--- src/rtl/spi_ep_pkg.sv ---
package spi_ep_pkg;

  // Returns 1 when data is sampled on the rising serial clock edge.
  // Leading edge is away from idle; phase 0 samples on the leading edge.
  function automatic logic sample_on_rise(input logic cpol, input logic cpha);
    return ~(cpol ^ cpha);
  endfunction

endpackage

--- src/rtl/spi_ep_sync.sv ---
module spi_ep_sync #(
  parameter int              WIDTH   = 1,
  parameter logic [WIDTH-1:0] RST_VAL = '0
) (
  input  logic             clk,
  input  logic             rst,
  input  logic [WIDTH-1:0] d,
  output logic [WIDTH-1:0] q
);
  logic [WIDTH-1:0] meta;

  always_ff @(posedge clk) begin
    if (rst) begin
      meta <= RST_VAL;
      q    <= RST_VAL;
    end else begin
      meta <= d;
      q    <= meta;
    end
  end
endmodule

--- src/rtl/spi_ep_edge.sv ---
module spi_ep_edge
  import spi_ep_pkg::*;
(
  input  logic clk,
  input  logic rst,
  input  logic sclk_s,
  input  logic cs_n_s,
  input  logic cpol,
  input  logic cpha,
  output logic sample_p,
  output logic shift_p,
  output logic cs_rise
);
  logic sclk_d;
  logic cs_d;
  logic rise;
  logic fall;
  logic on_rise;

  always_ff @(posedge clk) begin
    if (rst) begin
      sclk_d <= 1'b0;
      cs_d   <= 1'b1;
    end else begin
      sclk_d <= sclk_s;
      cs_d   <= cs_n_s;
    end
  end

  always_comb begin
    on_rise  = sample_on_rise(cpol, cpha);
    rise     = sclk_s & ~sclk_d & ~cs_n_s;
    fall     = ~sclk_s & sclk_d & ~cs_n_s;
    sample_p = on_rise ? rise : fall;
    shift_p  = on_rise ? fall : rise;
    cs_rise  = cs_n_s & ~cs_d;
  end
endmodule

--- src/rtl/spi_ep_frame.sv ---
module spi_ep_frame #(
  parameter int WORD_W = 8,
  parameter int IDX_W  = 4
) (
  input  logic              clk,
  input  logic              rst,
  input  logic              cs_n_s,
  input  logic              cs_rise,
  input  logic              sample_p,
  input  logic              shift_p,
  input  logic              mosi_s,
  input  logic              lsb_first,
  input  logic [WORD_W-1:0] rd_data,
  output logic              miso_q,
  output logic              miso_oe_q,
  output logic [IDX_W-1:0]  cmd_idx,
  output logic              wr_en,
  output logic [WORD_W-1:0] wr_data
);
  localparam int CNT_W = $clog2(2*WORD_W + 2);
  localparam int BIT_W = (WORD_W > 1) ? $clog2(WORD_W) : 1;
  localparam logic [CNT_W-1:0] CMD_END   = CNT_W'(WORD_W);
  localparam logic [CNT_W-1:0] FRAME_END = CNT_W'(2*WORD_W);
  localparam logic [CNT_W-1:0] CNT_SAT   = CNT_W'(2*WORD_W + 1);
  localparam logic [BIT_W-1:0] TOP_BIT   = BIT_W'(WORD_W - 1);

  logic [CNT_W-1:0]  cnt;
  logic [WORD_W-1:0] sr;
  logic [WORD_W-1:0] sr_next;
  logic              cmd_rd;
  logic              in_data;
  logic [BIT_W-1:0]  kpos;
  logic [BIT_W-1:0]  pos;
  logic              out_bit;

  always_comb begin
    if (lsb_first) sr_next = {mosi_s, sr[WORD_W-1:1]};
    else           sr_next = {sr[WORD_W-2:0], mosi_s};
  end

  always_ff @(posedge clk) begin
    if (rst) sr <= '0;
    else if (sample_p) sr <= sr_next;
  end

  // Bit counter: cleared whenever the select is high (frame boundary)
  always_ff @(posedge clk) begin
    if (rst || cs_n_s) cnt <= '0;
    else if (sample_p && cnt != CNT_SAT) cnt <= cnt + 1'b1;
  end

  always_ff @(posedge clk) begin
    if (rst) begin
      cmd_rd  <= 1'b0;
      cmd_idx <= '0;
    end else if (sample_p && cnt == CMD_END - 1'b1) begin
      cmd_rd  <= sr_next[WORD_W-1];
      cmd_idx <= sr_next[IDX_W-1:0];
    end
  end

  // Commit only on release, only for an exact command+data frame
  always_ff @(posedge clk) begin
    if (rst) wr_en <= 1'b0;
    else     wr_en <= cs_rise && (cnt == FRAME_END) && !cmd_rd;
  end
  assign wr_data = sr;

  always_comb begin
    in_data = (cnt >= CMD_END) && (cnt < FRAME_END) && cmd_rd;
    kpos    = BIT_W'(cnt - CMD_END);
    pos     = lsb_first ? kpos : (TOP_BIT - kpos);
    out_bit = in_data ? rd_data[pos] : 1'b0;
  end

  always_ff @(posedge clk) begin
    if (rst) begin
      miso_q    <= 1'b0;
      miso_oe_q <= 1'b0;
    end else begin
      miso_oe_q <= !cs_n_s;
      if (cs_n_s)       miso_q <= 1'b0;
      else if (shift_p) miso_q <= out_bit;
    end
  end

  AST_OE_RELEASE: assert property (@(posedge clk) disable iff (rst)
    cs_n_s |=> !miso_oe_q);
  AST_CNT_CLEAR: assert property (@(posedge clk) disable iff (rst)
    cs_n_s |=> (cnt == '0));
  AST_COMMIT_FULL: assert property (@(posedge clk) disable iff (rst)
    wr_en |-> ($past(cnt) == FRAME_END));
  AST_PLACEHOLDER: assert property (@(posedge clk) disable iff (rst)
    (!cs_n_s && cnt < CMD_END) |-> !miso_q);
  AST_CNT_ON_SAMPLE: assert property (@(posedge clk) disable iff (rst)
    (!cs_n_s && !sample_p) |=> $stable(cnt));
endmodule

--- src/rtl/spi_ep_regfile.sv ---
module spi_ep_regfile #(
  parameter int WORD_W = 8,
  parameter int DEPTH  = 16,
  parameter int AW     = $clog2(DEPTH)
) (
  input  logic              clk,
  input  logic              we,
  input  logic [AW-1:0]     addr,
  input  logic [WORD_W-1:0] wdata,
  output logic [WORD_W-1:0] rdata
);
  logic [WORD_W-1:0] mem [DEPTH];

  always_ff @(posedge clk) begin
    if (we) mem[addr] <= wdata;
    rdata <= mem[addr];
  end
endmodule

--- src/rtl/spi_reg_endpoint.sv ---
module spi_reg_endpoint #(
  parameter int WORD_W    = 8,
  parameter int REG_COUNT = 16
) (
  input  logic clk,
  input  logic rst,
  input  logic cfg_cpol,
  input  logic cfg_cpha,
  input  logic cfg_lsb_first,
  input  logic spi_sclk,
  input  logic spi_cs_n,
  input  logic spi_mosi,
  output logic spi_miso,
  output logic spi_miso_oe
);
  localparam int IDX_W = $clog2(REG_COUNT);

  logic              sclk_s, cs_n_s, mosi_s;
  logic              sample_p, shift_p, cs_rise;
  logic [IDX_W-1:0]  cmd_idx;
  logic              wr_en;
  logic [WORD_W-1:0] wr_data;
  logic [WORD_W-1:0] rd_data;

  spi_ep_sync #(.WIDTH(3), .RST_VAL(3'b010)) u_sync (
    .clk (clk),
    .rst (rst),
    .d   ({spi_sclk, spi_cs_n, spi_mosi}),
    .q   ({sclk_s, cs_n_s, mosi_s})
  );

  spi_ep_edge u_edge (
    .clk      (clk),
    .rst      (rst),
    .sclk_s   (sclk_s),
    .cs_n_s   (cs_n_s),
    .cpol     (cfg_cpol),
    .cpha     (cfg_cpha),
    .sample_p (sample_p),
    .shift_p  (shift_p),
    .cs_rise  (cs_rise)
  );

  spi_ep_frame #(.WORD_W(WORD_W), .IDX_W(IDX_W)) u_frame (
    .clk       (clk),
    .rst       (rst),
    .cs_n_s    (cs_n_s),
    .cs_rise   (cs_rise),
    .sample_p  (sample_p),
    .shift_p   (shift_p),
    .mosi_s    (mosi_s),
    .lsb_first (cfg_lsb_first),
    .rd_data   (rd_data),
    .miso_q    (spi_miso),
    .miso_oe_q (spi_miso_oe),
    .cmd_idx   (cmd_idx),
    .wr_en     (wr_en),
    .wr_data   (wr_data)
  );

  spi_ep_regfile #(.WORD_W(WORD_W), .DEPTH(REG_COUNT), .AW(IDX_W)) u_regs (
    .clk   (clk),
    .we    (wr_en),
    .addr  (cmd_idx),
    .wdata (wr_data),
    .rdata (rd_data)
  );
endmodule

--- config.mk ---
export PLATFORM = sky130hd
export DESIGN_NAME = spi_reg_endpoint
export DESIGN_NICKNAME = d
export VERILOG_FILES = /design/src/rtl/spi_ep_pkg.sv /design/src/rtl/spi_ep_sync.sv /design/src/rtl/spi_ep_edge.sv /design/src/rtl/spi_ep_frame.sv /design/src/rtl/spi_ep_regfile.sv /design/src/rtl/spi_reg_endpoint.sv
export SDC_FILE = /design/constraint.sdc
export NUM_CORES = 1
export LEC_CHECK = 0
export BUFFER_PORTS_ARGS = -buffer_cell sky130_fd_sc_hd__buf_4
export CORE_UTILIZATION = 50
export CTS_CLUSTER_SIZE = 25
export DETAILED_ROUTE_END_ITERATION = 6
export PLACE_DENSITY = 0.66
export RECOVER_POWER = 50
export SLEW_MARGIN = 40
export SYNTH_ARGS = -nofsm -noshare
export SYNTH_HDL_FRONTEND = slang
export SYNTH_SLANG_ARGS = --single-unit
--- constraint.sdc ---
create_clock -name clk -period 2.7 [get_ports clk]
set_input_delay 0.405 -clock clk [delete_from_list [all_inputs] [get_ports clk]]
set_output_delay 0.405 -clock clk [all_outputs]
set_load 0.1 [all_outputs]
# ---- Word level (Yosys, flattened, before mapping)
# Memories as Yosys holds them, arrays and structs flattened. A register that Yosys moved wholly into a read port is not among the register bits.
# Index checks and enable logic that the tools add are counted.
dict set report word_totals {
  ff_bits 29
  out_inout_bits 2
  ramBits 128
  in_bits 8
  memories 1
  wordCells 50
}
# name words word_bits read_ports rd_clocked_by_memory_dff write_ports line_no
set memory_table {}
lappend memory_table {u_regs.mem 16 8 1 1 1 spi_ep_regfile.sv:12} ;# logic [WORD_W-1:0] mem [DEPTH];
dict set report op_classes {
  eq_ne 3
  bitwise_logic 10
  n_reduce_logical 10
  n_mux 9
  n_addsub 3
  order_cmp 3
}
# op n
set op_table {}
lappend op_table {{$mux 8} 1}
lappend op_table {{$logic_and 1x1->1} 6}
lappend op_table {{$mux 1} 6}
lappend op_table {{$add 5x1->5 const B} 1}
lappend op_table {{$and 1x1->1} 5}
lappend op_table {{$eq 5x3->1 const B} 1}
lappend op_table {{$eq 5x5->1 const B} 1}
lappend op_table {{$ge 5x4->1 const B} 1}
lappend op_table {{$lt 5x5->1 const B} 1}
lappend op_table {{$ne 5x5->1 const B} 1}
lappend op_table {{$lt 3x4->1 const B} 1}
lappend op_table {{$not 1->1} 4}
lappend op_table {{$bmux 1 s3} 1}
lappend op_table {{$mux 3} 1}
lappend op_table {{$sub 3x1->3 const B} 1}
lappend op_table {{$sub 3x3->3 const A} 1}
lappend op_table {{$logic_not 1->1} 2}
lappend op_table {{$reduce_or 2->1} 1}
lappend op_table {{$logic_or 1x1->1} 1}
lappend op_table {{$xor 1x1->1} 1}

# ---- Logic depth before layout (Yosys ltp)
dict set report logic_depth {
  depth_word 6
  ltp_mapped 5
  ltp_nobuf 5
}

# ---- Cells and area by module
# Synthesis repeated with hierarchy kept, for this count alone.
dict set report hier_totals {
  cells_unflattened 358
  area_unflattened_um2 6378.6
}
# mod seq_area_each_um2 cells_per_inst area_each_um2 instances
set by_module_without_submodules {}
lappend by_module_without_submodules {spi_ep_regfile 4003.8 230 5067.4 1}
lappend by_module_without_submodules {spi_ep_frame 420.4 106 1048.5 1}
lappend by_module_without_submodules {spi_ep_sync 120.1 12 157.7 1}
lappend by_module_without_submodules {spi_ep_edge 40.0 10 105.1 1}

# ---- Least setup slack after synthesis
# No wires, ideal clock.
dict set report synth_path {
  path_kind {register to register}
  startpoint {reg u_frame.cmd_idx[1]}
  endpoint {mem u_regs.mem[0][0] (enable)}
  path_buffers 2
  period_less_slack_ns 2.162
  path_stages_with_launch 5
  setup_ns 0.383
  slack_ns 0.538
  arrival_time_ns 1.779
  required_ns 2.317
  cell_sequence {dfxtp_1 -> buf_2 -> buf_1 -> or3b_2 -> nor3_1}
}
# item line_no
set synth_lines {}
lappend synth_lines {{from (decl)} spi_ep_frame.sv:16} ;# output logic [IDX_W-1:0] cmd_idx,
lappend synth_lines {{from (signal assigned)} spi_ep_frame.sv:58} ;# cmd_idx <= sr_next[IDX_W-1:0];
lappend synth_lines {{to (decl)} spi_ep_regfile.sv:12}
# Straight into the memory's write port.

# ---- Worst setup path after layout
dict set report layout_path {
  startpoint {reg u_frame.cnt[0]}
  endpoint {reg u_frame.cmd_idx[0]}
}
dict set report layout_via {
  elab_chain_len 2
}
# item line_no
set layout_lines {}
lappend layout_lines {{from (decl)} spi_ep_frame.sv:27} ;# logic [CNT_W-1:0] cnt;
lappend layout_lines {{from (signal assigned)} spi_ep_frame.sv:49} ;# else if (sample_p && cnt != CNT_SAT) cnt <= cnt + 1'b1;
lappend layout_lines {{$eq 5x3->1} spi_ep_frame.sv:56} ;# end else if (sample_p && cnt == CMD_END - 1'b1) begin
lappend layout_lines {{$logic_and 1x1->1} spi_ep_frame.sv:56}
# Every way passes these cells.
# A chain may end at the register's enable or synchronous reset.

==> out/metrics.cfg <==
[global_routing]
grt_util_all_layers=0.202
grt_max_degree=37
antenna_found_initial=1
grt_pass1_vias=3048
overflow=0
grt_pass1_wl_um=18500

[timing]
worst-slew-pin-transition_ns=1.16
min_period_over_period=0.797
rsz0062_at_grt=false
hold_viol_final=0
max_freq_mhz=465
slew_violations=0
whs_ns=0.173
finalSetupViolCount=0
fin_worst_skew_ns=0.0113
max_slew_margin=0.228
setup_tns_ns=0
finalCriticalPeriod_ns=2.15

[critical_path]
crit_path_start_kind=flip-flop
cp_max_fo=12
end_kind=flip-flop
cp.required_ns=2.95
critPathKind=reg2reg
critPathArrivalTime_ns=2.40

[power_and_ir_drop]
finalPower_mw=5.05
cellLeakagePower_nw=2.59
cellPowerDensity_nw_per_um2=686
vdd_ir_drop_max_mv=0.380

[detailed_routing]
antenna_left=0
drcViolationCount=0
met3WireLength_um=692
wl_met2_um=6290
highest-signal-layer=met5
first_pass_iters=4
routedLengthMet1_um=5130
routed_wl_um=12300
routed_via_density=5.68
num_vias=3174
wl_per_cell_um=22.1
drt_iter0_drc=195

[synth]
async_flop_share=0
synth_seq_area_share=0.711
synth_nets=357
synth_ff_type=edfxtp_1
synth_edf_count=128
netlist.top_cell.by_area=edfxtp_1
synth_top_area_frac=0.596
ys_seq_elements=165
synth.avg_cell_area_um2=18.6
synth_cell_types=39
yosys_warnings=0
synthTopCellsByArea=edfxtp_1, mux4_2, dfxtp_1, mux2i_1, a311oi_1
synthCells=346
syn_area_um2=6440

[floorplanning]
dieHeight_um=116
core_um2=12600
rows=41
start_util=0.513
dieArea_um2=13300
die_x_um=116
ios=10

[clock_tree]
numCtsBuffers=17
clk_transition_reported_paths_ns=0.06
tritoncts=yes
cts.sinks=165
post_cts_resized=0
clk_latency_ns=0.42
root_buffer=clkbuf_16
cts_setup_buffers=0
cts_buffer_depth=2
htreeDepth=4
ctsHoldBuffers=0

[finish]
num_antenna_cells=0
synthToLayoutAreaGrowth_pct=14.2
layout_commonest_cell=edfxtp_1
mostFrequentLayoutCells=edfxtp_1, mux4_2, dfxtp_1
drive_gt1_frac=0.271
postLayoutCellArea_um2=7360
nNetsFinal=385
fin_cells=559

[min_path]
hp-class=in2reg

[placement]
port_buffers=9
routabilityCongestion=0.767
dpl_cell_area_um2=6810
dp_hpwl_um=7810
dp_cells=527

[job]
max_cap_violations=0

[run_status]
status=completed

## power by group
part / switching [mW] / internal (mW) / total, mW
sequential: 0.0113 / 2.71 / 2.72
combinational: 0.0323 / 0.0211 / 0.0533
clock: 0.927 / 1.34 / 2.27
## final timing paths
| path | startpoint | end | slack (ns) | depth (start not counted) |
|---|---|---|---|---|
| worst max-delay path | u_frame.cnt[0] | u_frame.cmd_idx[0] | 0.55 | 5 |
| worst min-delay path | spi_cs_n | u_sync.meta[1] | 0.17 | 2 |
| worst max register to register | u_frame.cnt[0] | u_frame.cmd_idx[0] | 0.55 | 5 |
| worst min register to register | u_sync.meta[1] | u_sync.q[1] | 0.42 | 1 |
## metal layers
metal	track usage	up-vias
met5	0	-
met2	0.325	77
li1	-	1476
met1	0.266	1604
met3	0.0445	15
met4	0.0918	2
## stage by stage
stage / util / setup slack, ns
5_1_grt: 0.586 / 0.488
3_5_place_dp: 0.542 / 0.519
4_1_cts: 0.587 / 0.605
3_3_place_gp: 0.541 / 0.545
6_report: 0.586 / 0.548
2_1_floorplan: - / 0.538
## worst max-delay path: stages, from the launching register on
cell	delay, ns
dfxtp_1	0.63
ha_1	0.27
nor4bb_1	0.33
buf_4	0.21
a31oi_1	0.08
a211oi_1	0.47
## cell families (layout without fill, tap and decap cells)
kind of cell | after synthesis | after routing | share of synthesized area
AND/OR/NAND/NOR | 56 | 56 | 0.0489
AO/OA/AOI/OAI | 39 | 39 | 0.0429
flip-flops | 165 | 165 | 0.711
buffers and inverters | 24 | 65 | 0.0161
adder cells (fa/ha/maj) | 3 | 3 | 0.00582
multiplexers | 58 | 58 | 0.172
XOR/XNOR | 1 | 1 | 0.00252
## cells in the mapped netlist (2+ instances only)
master and n:
clkbuf_1 8, a221oi_1 2, and2b_1 2, or4_1 3
dfxtp_1 37, nor2_1 16, buf_2 8, nor3_1 5
or2_2 2, mux2i_1 14, a31oi_1 5, nand2_1 3
and3_1 2, ha_1 3, buf_1 3, nand3b_1 2
edfxtp_1 128, o31ai_1 5, nor2b_1 7, mux4_2 42
nand3_1 4, inv_1 4, nand2b_1 2, or3_1 2
a21oi_1 12, a311oi_1 8, a211oi_1 5
## cell type report
type                            count  area [um^2]
Inverter                            4         15.0
Fill cell                         936         5210
Clock buffer                       17          425
Multi-Input combinational cell    157         1760
Tap cell                          172          215
Timing Repair Buffer               29          219
Sequential cell                   165         4590
Clock inverter                     15          140
## flip-flops by register name, summed over array words and instances, names as in the netlist
signal             count
u_regs.mem           128
u_edge.sclk_d          1
u_edge.cs_d            1
u_frame.cnt            5
u_sync.meta            3
u_frame.wr_en          1
u_frame.miso_oe_q      1
u_frame.wr_data        8
u_frame.cmd_idx        4
u_frame.cmd_rd         1
u_frame.miso_q         1
u_sync.q               3
u_regs.rdata           8
Power figures use the tool's default switching activity.
